File: config.mk
export PLATFORM = sky130hd
export DESIGN_NAME = dbg_snap_ser
export DESIGN_NICKNAME = d
export VERILOG_FILES = /design/src/rtl/dbg_snap_pkg.sv /design/src/rtl/dbg_snap_pack.sv /design/src/rtl/dbg_snap_cnt.sv /design/src/rtl/dbg_snap_mux.sv /design/src/rtl/dbg_snap_ser.sv
export SDC_FILE = /design/constraint.sdc
export NUM_CORES = 1
export LEC_CHECK = 0
export ABC_AREA = 1
export BUFFER_PORTS_ARGS = -buffer_cell sky130_fd_sc_hd__buf_4
export CORE_UTILIZATION = 40
export DETAILED_ROUTE_END_ITERATION = 8
export GPL_ROUTABILITY_DRIVEN = 0
export GPL_TIMING_DRIVEN = 1
export PLACE_DENSITY = 0.82
export SLEW_MARGIN = 20
export SYNTH_ARGS = -nofsm -noshare
export SYNTH_HDL_FRONTEND = slang
export SYNTH_SLANG_ARGS = --single-unit
export TNS_END_PERCENT = 100
File: constraint.sdc
create_clock -name clk -period 2.15 [get_ports clk]
set_clock_uncertainty 0.1 [all_clocks]
set_input_delay 0.43 -clock clk [delete_from_list [all_inputs] [get_ports clk]]
set_output_delay 0.43 -clock clk [all_outputs]
set_load 0.05 [all_outputs]
File: src/rtl/dbg_snap_pkg.sv
// Shared widths and encodings for the debug snapshot serialiser.
// Assumes a snapshot made of whole bytes.
package dbg_snap_pkg;
    localparam int SNAP_W  = 64;
    localparam int BYTE_W  = 8;
    localparam int CNT_W   = $clog2(SNAP_W);
    localparam int BIT_W   = $clog2(BYTE_W);
    localparam int N_BYTES = SNAP_W / BYTE_W;

    typedef enum logic [1:0] {
        SYS_RESET = 2'd0,
        SYS_LOAD  = 2'd1,
        SYS_STOP  = 2'd2,
        SYS_STEP  = 2'd3
    } sys_state_e;

    typedef enum logic [1:0] {
        INS_IDLE = 2'd0,
        INS_INST = 2'd1,
        INS_LDCX = 2'd2,
        INS_WRPC = 2'd3
    } ins_state_e;

    typedef struct packed {
        logic       run;
        sys_state_e sys_st;
        ins_state_e ins_st;
        logic       zf;
        logic       sf;
        logic       cf;
    } status_t;
endpackage

File: src/rtl/dbg_snap_pack.sv
// Assembles the live snapshot word from the core fields.
// Assumes every field is already stable in the system clock domain.
module dbg_snap_pack
    import dbg_snap_pkg::*;
#(
    parameter int W = SNAP_W
) (
    input  logic          run_i,
    input  logic [1:0]    sys_st_i,
    input  logic [1:0]    ins_st_i,
    input  logic          flag_z_i,
    input  logic          flag_s_i,
    input  logic          flag_c_i,
    input  logic [7:0]    spare_i,
    input  logic [15:0]   instr_i,
    input  logic [7:0]    pc_i,
    input  logic [7:0]    result_i,
    input  logic [7:0]    src_b_i,
    input  logic [7:0]    src_a_i,
    output logic [W-1:0]  word_o
);
    status_t stat;

    // Build the status byte from flags and state codes.
    always_comb begin
        stat.run    = run_i;
        stat.sys_st = sys_state_e'(sys_st_i);
        stat.ins_st = ins_state_e'(ins_st_i);
        stat.zf     = flag_z_i;
        stat.sf     = flag_s_i;
        stat.cf     = flag_c_i;
    end

    // Concatenate fields, most relevant byte on top.
    always_comb begin
        word_o = {stat, spare_i, instr_i, pc_i, result_i, src_b_i, src_a_i};
    end
endmodule

File: src/rtl/dbg_snap_cnt.sv
// Bit position counter. Samples the host pins once per system clock,
// steps down on serial clock falls during the output phase, and
// reloads the top position on any phase change.
// Assumes host pins are already synchronised to clk.
module dbg_snap_cnt
    import dbg_snap_pkg::*;
#(
    parameter int W  = SNAP_W,
    localparam int CW = $clog2(W)
) (
    input  logic          clk,
    input  logic          rst_n,
    input  logic          ser_clk_i,
    input  logic          wr_n_i,
    output logic          phase_o,
    output logic [CW-1:0] pos_o
);
    localparam logic [CW-1:0] TOP = CW'(W - 1);

    logic sclk_q;
    logic wr_q;
    logic step;
    logic wr_edge;

    // Detect serial falls inside the output phase and write pin changes.
    always_comb begin
        step    = wr_q & wr_n_i & sclk_q & ~ser_clk_i;
        wr_edge = wr_q ^ wr_n_i;
    end

    // Register the host pins for edge detection and phase.
    always_ff @(posedge clk) begin
        if (!rst_n) begin
            sclk_q <= 1'b0;
            wr_q   <= 1'b0;
        end else begin
            sclk_q <= ser_clk_i;
            wr_q   <= wr_n_i;
        end
    end

    // Position counter: reload on phase change, wrap down on steps.
    always_ff @(posedge clk) begin
        if (!rst_n) begin
            pos_o <= TOP;
        end else if (wr_edge) begin
            pos_o <= TOP;
        end else if (step) begin
            pos_o <= (pos_o == '0) ? TOP : pos_o - CW'(1);
        end
    end

    assign phase_o = wr_q;

    // a low write pin always leaves the position at the top.
    assert_low_reload_R8: assert property (@(posedge clk) disable iff (!rst_n)
        !wr_n_i |=> pos_o == TOP);
    // bit 0 followed by a step wraps to the top.
    assert_wrap_R5: assert property (@(posedge clk) disable iff (!rst_n)
        (step && pos_o == '0) |=> pos_o == TOP);
    // without a serial fall or phase change the position holds.
    assert_hold_R4: assert property (@(posedge clk) disable iff (!rst_n)
        (!step && !wr_edge) |=> $stable(pos_o));
endmodule

File: src/rtl/dbg_snap_mux.sv
// Two-level selector: picks a byte with the upper position bits,
// then a bit within it with the lower ones.
// Assumes W is a whole number of bytes.
module dbg_snap_mux
    import dbg_snap_pkg::*;
#(
    parameter int W  = SNAP_W,
    localparam int CW = $clog2(W),
    localparam int NB = W / BYTE_W
) (
    input  logic [W-1:0]  word_i,
    input  logic [CW-1:0] sel_i,
    output logic          bit_o
);
    logic [BYTE_W-1:0] lane [NB];
    logic [BYTE_W-1:0] lane_sel;

    // Split the word into byte lanes.
    for (genvar b = 0; b < NB; b++) begin : g_lane
        assign lane[b] = word_i[b*BYTE_W +: BYTE_W];
    end

    // Pick the lane, then the bit.
    always_comb begin
        lane_sel = lane[sel_i[CW-1:BIT_W]];
        bit_o    = lane_sel[sel_i[BIT_W-1:0]];
    end
endmodule

File: src/rtl/dbg_snap_ser.sv
// Top of the debug snapshot serialiser. Drives the selected snapshot
// bit while the write pin is high and keeps the line low and released
// otherwise. Assumes host pins are synchronised to clk upstream.
module dbg_snap_ser
    import dbg_snap_pkg::*;
(
    input  logic        clk,
    input  logic        rst_n,
    input  logic        ser_clk_i,
    input  logic        wr_n_i,
    input  logic        run_i,
    input  logic [1:0]  sys_st_i,
    input  logic [1:0]  ins_st_i,
    input  logic        flag_z_i,
    input  logic        flag_s_i,
    input  logic        flag_c_i,
    input  logic [7:0]  spare_i,
    input  logic [15:0] instr_i,
    input  logic [7:0]  pc_i,
    input  logic [7:0]  result_i,
    input  logic [7:0]  src_b_i,
    input  logic [7:0]  src_a_i,
    output logic        ser_do_o,
    output logic        ser_oe_o
);
    logic [SNAP_W-1:0] snap;
    logic [CNT_W-1:0]  pos;
    logic              phase;
    logic              sel_bit;

    dbg_snap_pack #(.W(SNAP_W)) pack_i (
        .run_i(run_i), .sys_st_i(sys_st_i), .ins_st_i(ins_st_i),
        .flag_z_i(flag_z_i), .flag_s_i(flag_s_i), .flag_c_i(flag_c_i),
        .spare_i(spare_i), .instr_i(instr_i), .pc_i(pc_i),
        .result_i(result_i), .src_b_i(src_b_i), .src_a_i(src_a_i),
        .word_o(snap)
    );

    dbg_snap_cnt #(.W(SNAP_W)) cnt_i (
        .clk(clk), .rst_n(rst_n), .ser_clk_i(ser_clk_i), .wr_n_i(wr_n_i),
        .phase_o(phase), .pos_o(pos)
    );

    dbg_snap_mux #(.W(SNAP_W)) mux_i (
        .word_i(snap), .sel_i(pos), .bit_o(sel_bit)
    );

    // Gate the line to zero outside the output phase.
    always_comb begin
        ser_oe_o = phase;
        ser_do_o = phase & sel_bit;
    end

    // a low write pin sample silences the line on the next cycle.
    assert_quiet_R2: assert property (@(posedge clk) disable iff (!rst_n)
        !wr_n_i |=> (!ser_oe_o && !ser_do_o));
    // the phase opens on the top bit.
    assert_first_R3: assert property (@(posedge clk) disable iff (!rst_n)
        $rose(ser_oe_o) |-> ser_do_o == snap[SNAP_W-1]);
    // the top bit is the run flag while the phase is open and untouched.
    assert_run_top_R7: assert property (@(posedge clk) disable iff (!rst_n)
        $rose(ser_oe_o) |-> ser_do_o == run_i);
endmodule

* Word level (Yosys, flattened, before mapping)
Cells that the tools add are included.
Widths: inputs -> output; s select.
** Word-level totals
- Bits in registers :: 8
- Input bits :: 68
- Output and inout bits :: 2
- Word-level logic and storage cells :: 22
** Operators by class
- $add $sub $neg :: 1
- Magnitude comparators :: 2
- Mux-type cells :: 6
- Bitwise logic cells :: 8
- Reductions and logical operators :: 2
** Operators by type and width (count)
- $bmux 8 s3 :: 1
- $mux 8 :: 2
- $logic_not 6->1 :: 1
- $mux 6 :: 1
- $sub 6x1->6 const B :: 1
- $and 1x1->1 :: 4
- $ge 4x4->1 const B :: 1
- $lt 3x4->1 const B :: 1
- $not 3->4 :: 1
- $bmux 1 s3 :: 1
- $not 1->1 :: 2
- $reduce_or 2->1 :: 1
- $mux 1 :: 1
- $xor 1x1->1 :: 1

* Longest topological paths before layout
Gate-level depths: netlist of run 1.
- Word-level depth :: 7
- Gate-level depth with buffers :: 13
- Depth with buffers taken out :: 11

* By module
A second synthesis of run 1 with hierarchy kept.
** Second synthesis, totals
- Cells, all modules :: 275
- Area total of the unflattened synthesis :: 1607.8 µm²
** Modules (own cells, without submodules)
- dbg_snap_mux :: instances 1, cells an instance 152, area an instance 696.9 µm², seq. area each 0.0 µm²
- dbg_snap_pack :: instances 1, cells an instance 64, area an instance 480.5 µm², seq. area each 0.0 µm²
- dbg_snap_cnt :: instances 1, cells an instance 57, area an instance 422.9 µm², seq. area each 160.2 µm²
- dbg_snap_ser :: instances 1, cells an instance 2, area an instance 7.5 µm², seq. area each 0.0 µm²

* Worst setup path after synthesis of run 1
Ideal clock, no wire load.
- Path type :: reg-to-output
- Start point :: register cnt_i.pos_o[3]
- End point :: output ser_do_o
- Arrival time :: 1.724 ns
- Required time :: 1.620 ns
- Slack :: -0.104 ns
- Stages on the path, launching flop included :: 13
- Path buffers :: 2
- Path through :: dfxtp_1 > buf_6 > inv_2 > buf_6 > nand2_1 > nand3_1 > nand2_1 > nand2_1 > nand3_1 > nand3_1 > nand3_1 > nand2_1 > nor2_1
** Between the ends
- Cells in the longest elaborated chain, start to end :: 7
** RTL lines
- start, declared :: RTL line dbg_snap_cnt.sv:16 : output logic [CW-1:0] pos_o
- start signal, assigned :: RTL line dbg_snap_cnt.sv:49 : pos_o <= (pos_o == '0) ? TOP : pos_o - CW'(1);
- $not 3->4 (implied by the code) :: RTL line dbg_snap_mux.sv:25 : lane_sel = lane[sel_i[CW-1:BIT_W]];
- $bmux 8 s3 :: RTL line dbg_snap_mux.sv:25
- $mux 8 (implied by the code) (2 in a row) :: RTL line dbg_snap_mux.sv:25
- $bmux 1 s3 :: RTL line dbg_snap_mux.sv:26 : bit_o = lane_sel[sel_i[BIT_W-1:0]];
- $mux 1 (implied by the code) :: RTL line dbg_snap_mux.sv:26
- $and 1x1->1 :: RTL line dbg_snap_ser.sv:51 : ser_do_o = phase & sel_bit;
- end, declared :: RTL line dbg_snap_ser.sv:23 : output logic ser_do_o,
No other way between the ends. The select of a mux whose other input is x is not followed.

* Final worst setup path of run 1
- Start point :: register cnt_i.pos_o[4]
- End point :: output ser_do_o
Same word-level chain as after synthesis.

==> summary.md, run 1 <==
| Metric | Value |
|---|---|
| CTS Buffer Depth | `2` |
| Area leader, netlist | `nand2_1` |
| Critical Path End Type | `output pin` |
| Final instance area | `~1800 sq um` |
| ANT nets after route | `0` |
| Sequential cell fraction of total power | `35.3%` |
| Via density | `4.90` |
| Worst Hold Class | `in -> reg` |
| R2R Setup Slk | `0.42 ns` |
| Die Area | `3150 sq um` |
| Syn nets | `292` |
| Crit path required time | `1.62 ns` |
| Largest cells by area after synthesis | `nand2_1 25%, dfxtp_1 14%, nand3_1 13%` |
| Clk slew on worst S/H paths | `~0.06 ns` |
| Seq/Total Area, Yosys | `13.6%` |
| Syn Area/Cell | `5.31 sq um` |
| Core area | `around 2800 sq um` |
| Slew Limit Fails | `0` |
| DRT Pass-1 Iters | `4` |
| Comb pwr share | `~37%` |
| Worst slew margin | `69.1%` |
| Share of cells above drive strength 1 | `33.4%` |
| Critical path class | `reg -> out` |
| TNS Setup | `-0.122 ns` |
| I/O pin count | `70` |
| Tot GR Track Use | `23.3%` |
| Slew @ Worst Pin | `roughly 0.46 ns` |
| Outcome | `finished with violations` |
| Vias in the first global route | `roughly 1500` |
| DR vias | `1587` |
| H-tree lvl count | `1` |
| Placed Area | `1700 sq um` |
| Mapped Cells | `221` |
| Place WS | `around 0.019 ns` |
| Share of the synthesized area in the top cell type | `~25%` |
| Failing checks | `negative setup slack` |
| Nets | `366` |
| RSZ-0062 raised after global routing | `true` |
| Worst-path maximum fanout | `11` |
| Total net switching power | `approximately 0.11 mW` |
| Warnings from Yosys | `0` |
| Min Tclk post-route | `2.27 ns` |
| Fill cells | `280` |
| HPWL Detailed | `~2800 um` |
| Clock power frac | `28.2%` |
| Initial Util | `42.6%` |
| Port bufs | `69` |
| DRT iter0 DRCs | `82` |
| Initial antenna violation count | `0` |
| Global-route wire length before repair | `5840 um` |
| CTS tree | `built` |
| CTS Hold Bufs | `0` |
| Crit path launch type | `flop` |
| Leak | `1.07 nW` |
| Global route total overflow | `0` |
| Area grow syn2layout | `54.4%` |
| Switching share of power | `26.5%` |
| DIE HEIGHT | `56.2 um` |
| Fmax | `440 MHz` |
| VDD IR-drop max | `0.314 mV` |
| Maximum number of pins on one net before global-route repair | `21` |
| Root Buffer | `clkbuf_4` |
| Worst skew pair latency | `0.27 ns` |
| Final hold viol count | `0` |
| Die Wd | `between 50 and 60 um` |
| Synth Register Bits | `8` |
| # setup viols final | `1` |
| Wire per inst | `between 10 and 15 um` |
| Mapped Area | `1170 sq um` |
| Max_cap viols | `0` |
| Period utilization | `106%` |
| Setup WS post-layout | `-0.122 ns` |
| CP Data Arrival Time | `between 1.5 and 2 ns` |
| Pwr Density | `about 240 nW/um^2` |
| FP Rows | `19` |
| Final wirelength | `3580 um` |
| Cell Int Power | `between 0.3 and 0.4 mW` |
| TritonCTS Buffers | `3` |
| Clock net sink count | `8` |
| Antenna cell count | `0` |
| # DRC | `0` |
| Library cells used by synthesis | `26` |
## state kept, by name, summed over array words and instances (netlist names)
register / count
cnt_i.pos_o: 6
cnt_i.sclk_q: 1
cnt_i.phase_o: 1
## synthesized netlist by cell type (all sizes together)
cell type and number:
nand2 79, o211ai 1, buf 10, nor3 1, a21oi 4, nor2 24, ha 3, nand3b 1
inv 36, dfxtp 8, a41oi 1, nand3 30, xor2 2, or2 5, nor4 1, o21ai 15
## power by group through the flow
| stage | Combinational (mW) | Clock, mW | Sequential [mW] |
|---|---|---|---|
| floorplan | 0.0468 | 0 | 0.158 |
| global placement | 0.153 | 0 | 0.155 |
| detailed placement | 0.154 | 0 | 0.155 |
| CTS | 0.156 | 0.123 | 0.151 |
| global route | 0.171 | 0.130 | 0.151 |
| finish | 0.156 | 0.121 | 0.151 |
## metrics by stage
stage          hold WS (ns)  utilization [%]  instances  total power [mW]
2_1_floorplan         0.406                -        221             0.205
3_3_place_gp          0.450             61.7        317             0.309
3_5_place_dp          0.470             61.7        317             0.309
4_1_cts               0.265             65.6        324             0.430
5_1_grt               0.260             65.7        324             0.453
6_report              0.270             65.7        324             0.427
## cells in the final DEF (no fill, tap or decap), types with 2 or more instances in the layout
cell type  synthesis  layout
buf_4              2      73
inv_4              0       3
buf_6              5       2
xor2_1             2       2
buf_12             1       3
inv_1             33      33
nand3_1           30      28
dfxtp_1            8       6
ha_1               3       3
o21ai_0           13      13
a21oi_1            4       4
nand3_2            0       2
or2_4              0       2
o21ai_1            2       2
nor2_1            22      20
nand2_1           78      78
nor2_2             1       3
clkbuf_4           0       3
## area by class of cell
class / instances / area (sq um) / share of cell area [%]
clock buffer: 3 / 22.5 / 1.24
tap: 31 / 38.8 / 2.14
multi-input combinational: 167 / 797 / 44.0
timing repair buffer: 79 / 646 / 35.6
inverter: 36 / 143 / 7.87
sequential: 8 / 165 / 9.12
## kinds of logic (layout without fill, tap and decap cells)
family          count (synthesis)  after routing  share of synthesized area, %
compound gates                 21             21                          9.49
xor+xnor                        2              2                          1.49
fa+ha+maj                       3              3                          3.20
buf+inv                        46            118                          20.1
flops                           8              8                          13.6
simple gates                  141            141                          52.0
## repair_timing
| item | in CTS | in global routing |
|---|---|---|
| setup endpoints to repair | 1 | 1 |
| pin swaps | 7 | 0 |
| gates resized for setup | 14 | 1 |
| hold endpoints to repair | 0 | 0 |
| buffers inserted | 4 | 0 |
## worst max-delay path: stages (launching register included)
cell and delay, ns:
dfxtp_2 0.35, buf_12 0.15, nor2_4 0.14, inv_4 0.07, or2_1 0.20, nand3b_1 0.09
nand3_1 0.07, nand2_1 0.06, nor2_1 0.04, nor2_1 0.11, nor2_2 0.05, buf_6 0.14
## routing by layer
metal  share of wire (%)  up-vias  GRT usage (%)
li1                    -      826              -
met3                 7.0        9           3.95
met2                  50       55           43.0
met1                  41      697           25.2
met4                 2.6        0           11.8
met5                   0        -              0
## final timing paths
| path | start | end | depth (start not counted) |
|---|---|---|---|
| worst min-delay path | wr_n_i | cnt_i.phase_o$_SDFF_PN0_ | 3 |
| worst max register to register | cnt_i.pos_o[0]$_SDFFE_PP1P_ | cnt_i.pos_o[4]$_SDFFE_PP1P_ | 4 |
| worst max-delay path | cnt_i.pos_o[4]$_SDFFE_PP1P_ | ser_do_o | 11 |
| worst min register to register | cnt_i.pos_o[2]$_SDFFE_PP1P_ | cnt_i.pos_o[2]$_SDFFE_PP1P_ | 2 |
No activity file was read; power rests on OpenSTA's default activity.
==> run 2: changes to the inputs <==
--- a/config.mk
+++ b/config.mk
@@ -7,13 +7,15 @@
 export LEC_CHECK = 0
 export ABC_AREA = 1
 export BUFFER_PORTS_ARGS = -buffer_cell sky130_fd_sc_hd__buf_4
+export CAP_MARGIN = 10
 export CORE_UTILIZATION = 40
 export DETAILED_ROUTE_END_ITERATION = 8
 export GPL_ROUTABILITY_DRIVEN = 0
 export GPL_TIMING_DRIVEN = 1
-export PLACE_DENSITY = 0.82
+export PLACE_DENSITY = 0.76
 export SLEW_MARGIN = 20
 export SYNTH_ARGS = -nofsm -noshare
 export SYNTH_HDL_FRONTEND = slang
+export SYNTH_HIERARCHICAL = 1
 export SYNTH_SLANG_ARGS = --single-unit
 export TNS_END_PERCENT = 100
==> constraint.sdc (replaced) <==
create_clock -name clk -period 2.15 [get_ports clk]
set_clock_uncertainty 0.1 [all_clocks]
set_input_delay 0.215 -clock clk [delete_from_list [all_inputs] [get_ports clk]]
set_output_delay 0.215 -clock clk [all_outputs]
set_load 0.05 [all_outputs]
==> run 2 against run 1 <==
- the run now ends clean
- fmax rose by 15%
- routed wire length fell by 7.9%
- sequential share of layout area rose by 0.51 points
- synthesized cell count rose by 24%
- first-iteration DRC count fell by 23%
- global-route usage fell by 8.3 points
- area after synthesis rose by 37%
- count of clock-buffer cells in the layout did not move
- critical path depth rose by 1
- register-to-register slack improved by 0.30 ns
==> summary.md, run 2 <==
| Metric | Value |
|---|---|
| Warnings from Yosys | `6` |
| Clock net sink count | `8` |
| Clk slew on worst S/H paths | `0.04 ns` |
| Pwr Density | `279 nW/um^2` |
| # setup viols final | `0` |
| FP Rows | `22` |
| Largest register by flop count | `cnt_i/pos_o` |
| Die Area | `4280 sq um` |
| Post-Place Cells | `~320` |
| Via density | `4.59` |
| Leading cell type by number of instances after synthesis | `nand2_1` |
| Global-route wire length before repair | `around 5200 um` |
| Final wirelength | `approximately 3300 um` |
| Share of the synthesized area in the top cell type | `32.2%` |
| Worst Hold Class | `in -> reg` |
| Tot GR Track Use | `15.0%` |
| DR vias | `1493` |
| CTS tree | `built` |
| Outcome | `finished clean` |
| Critical path class | `reg -> out` |
| Mapped Area | `1610 sq um` |
| TNS Setup | `0 ns` |
| ANT nets after route | `0` |
| Worst slew margin | `81.3%` |
| Global route total overflow | `0` |
| H-tree lvl count | `1` |
| Final hold viol count | `0` |
| Vias in the first global route | `around 1300` |
| Leak | `0.976 nW` |
| DRT iter0 DRCs | `63` |
| Mapped Cells | `~280` |
| Area leader, netlist | `buf_4` |
| VDD IR-drop max | `0.221 mV` |
| Syn nets | `346` |
| Synth Register Bits | `8` |
| Share of cells above drive strength 1 | `31.8%` |
| Port bufs | `approximately 70` |
| Initial antenna violation count | `0` |
| # DRC | `0` |
| Wire per inst | `slightly above 10 um` |
| RSZ-0062 raised after global routing | `false` |
| Post-synth EDFFs | `0` |
| Die Wd | `65.4 um` |
| Fill cells | `425` |
| CP Data Arrival Time | `1.66 ns` |
| Min Tclk post-route | `1.97 ns` |
| Antenna cell count | `0` |
| Slew Limit Fails | `0` |
| Core area | `3770 sq um` |
| Crit path required time | `1.84 ns` |
| DRT Pass-1 Iters | `4` |
| I/O pin count | `70` |
| Max_cap viols | `0` |
| Worst-path maximum fanout | `16` |
| Most frequent cells in the layout | `91 x nand2_1, 72 x buf_4, 62 x nand3_1` |
| Critical Path End Type | `output pin` |
| Root Buffer | `clkbuf_8` |
| Synth top cells by count | `91 x nand2_1, 69 x buf_4, 62 x nand3_1` |
| Syn Area/Cell | `approximately 5.8 sq um` |
| Nets | `350` |
| Commonest non-fill, non-tap cell in the layout | `nand2_1` |
| Filler-free cell count of the finished design | `325` |
| Ys flop type | `dfxtp_1` |
| Maximum number of pins on one net before global-route repair | `33` |
| Seq/Total Area, Yosys | `9.96%` |
| Period utilization | `91.8%` |
| CTS Buffer Depth | `2` |
| Area grow syn2layout | `6.69%` |
| Largest cells by area after synthesis | `buf_4 32%, nand2_1 21%, nand3_1 19%` |
| DIE HEIGHT | `65.4 um` |
| Library cells used by synthesis | `20` |
| Largest register FFs | `6` |
| Initial Util | `between 40 and 50%` |
| HPWL Detailed | `around 2500 um` |
| Post-CTS Setup Repair Bufs | `0` |
| Synth async-reset ratio | `0%` |
| Worst skew pair latency | `0.22 ns` |
| TritonCTS Buffers | `3` |
| Crit path launch type | `flop` |
| Fmax | `507 MHz` |
| Slew @ Worst Pin | `0.280 ns` |
run 2: logic make-up after synthesis:
group | count (synthesis) | synth area share [%]
AO/OA/AOI/OAI | 4 | 1.48
XOR/XNOR | 1 | 0.545
adder cells (fa/ha/maj) | 3 | 2.33
buffers and inverters | 93 | 40.3
flip-flops | 8 | 9.96
AND/OR/NAND/NOR | 166 | 45.4
run 2: power by group:
group          internal (mW)  total [mW]  leakage [nW]  switching (mW)
logic                  0.100       0.153         0.890          0.0521
registers              0.150       0.152        0.0646         0.00183
clock network          0.121       0.174        0.0216          0.0535
total                  0.371       0.479         0.976           0.107
run 2: what timing repair did:
action / in CTS / in global routing
hold endpoints to repair: 0 / 0
resized for setup: 0 / 8
endpoints found under the setup margin: 0 / 1
hold buffers: 0 / 0
run 2: worst max-delay path: stages (launching register included):
cell     delay (ns)
dfxtp_4        0.39
buf_6          0.17
nand2_1        0.06
nand3_1        0.08
nand3_1        0.08
nand2_1        0.09
nand2_1        0.05
nand3_1        0.08
nand3_1        0.06
nand2_1        0.09
nand2_1        0.05
inv_1          0.05
buf_4          0.18
run 2: cell type report:
class	count	area, sq um	area share [%]
well taps	48	60.1	3.50
flip-flops and latches	8	165	9.63
inverters	18	77.6	4.52
clock buffers	3	41.3	2.41
repair buffers	74	572	33.3
multi-input cells	174	800	46.6
run 2: final timing paths:
path                                    start                           to  slack (ns)  cells after the start
setup reg to reg  cnt_i/pos_o[0]$_SDFFE_PP1P_  cnt_i/pos_o[4]$_SDFFE_PP1P_        0.72                      6
setup / recovery  cnt_i/pos_o[3]$_SDFFE_PP1P_                     ser_do_o        0.18                     12
hold reg to reg       cnt_i/sclk_q$_SDFF_PN0_  cnt_i/pos_o[1]$_SDFFE_PP1P_        0.48                      2
hold / removal                          rst_n     cnt_i/phase_o$_SDFF_PN0_        0.08                      3
run 2: metal layers:
metal / vias up / part of all wire [%] / global-route usage, %
met3: 0 / 7.6 / 3.47
met2: 42 / 49 / 28.9
li1: 811 / - / -
met5: - / 0 / 0
met4: 0 / 0 / 1.09
met1: 640 / 43 / 17.1
run 2: metrics by stage:
stage / area, sq um / util (%) / hold WS, ns / worst slack, ns / power (mW)
after floorplan: 1610 / - / 0.208 / 0.324 / 0.288
after global placement: 1650 / 43.8 / 0.314 / 0.298 / 0.309
after detailed placement: 1650 / 43.8 / 0.315 / 0.288 / 0.309
after CTS: 1690 / 44.9 / 0.0799 / 0.0482 / 0.486
after global routing: 1720 / 45.5 / 0.0901 / 0.000682 / 0.508
final: 1720 / 45.5 / 0.0828 / 0.176 / 0.479
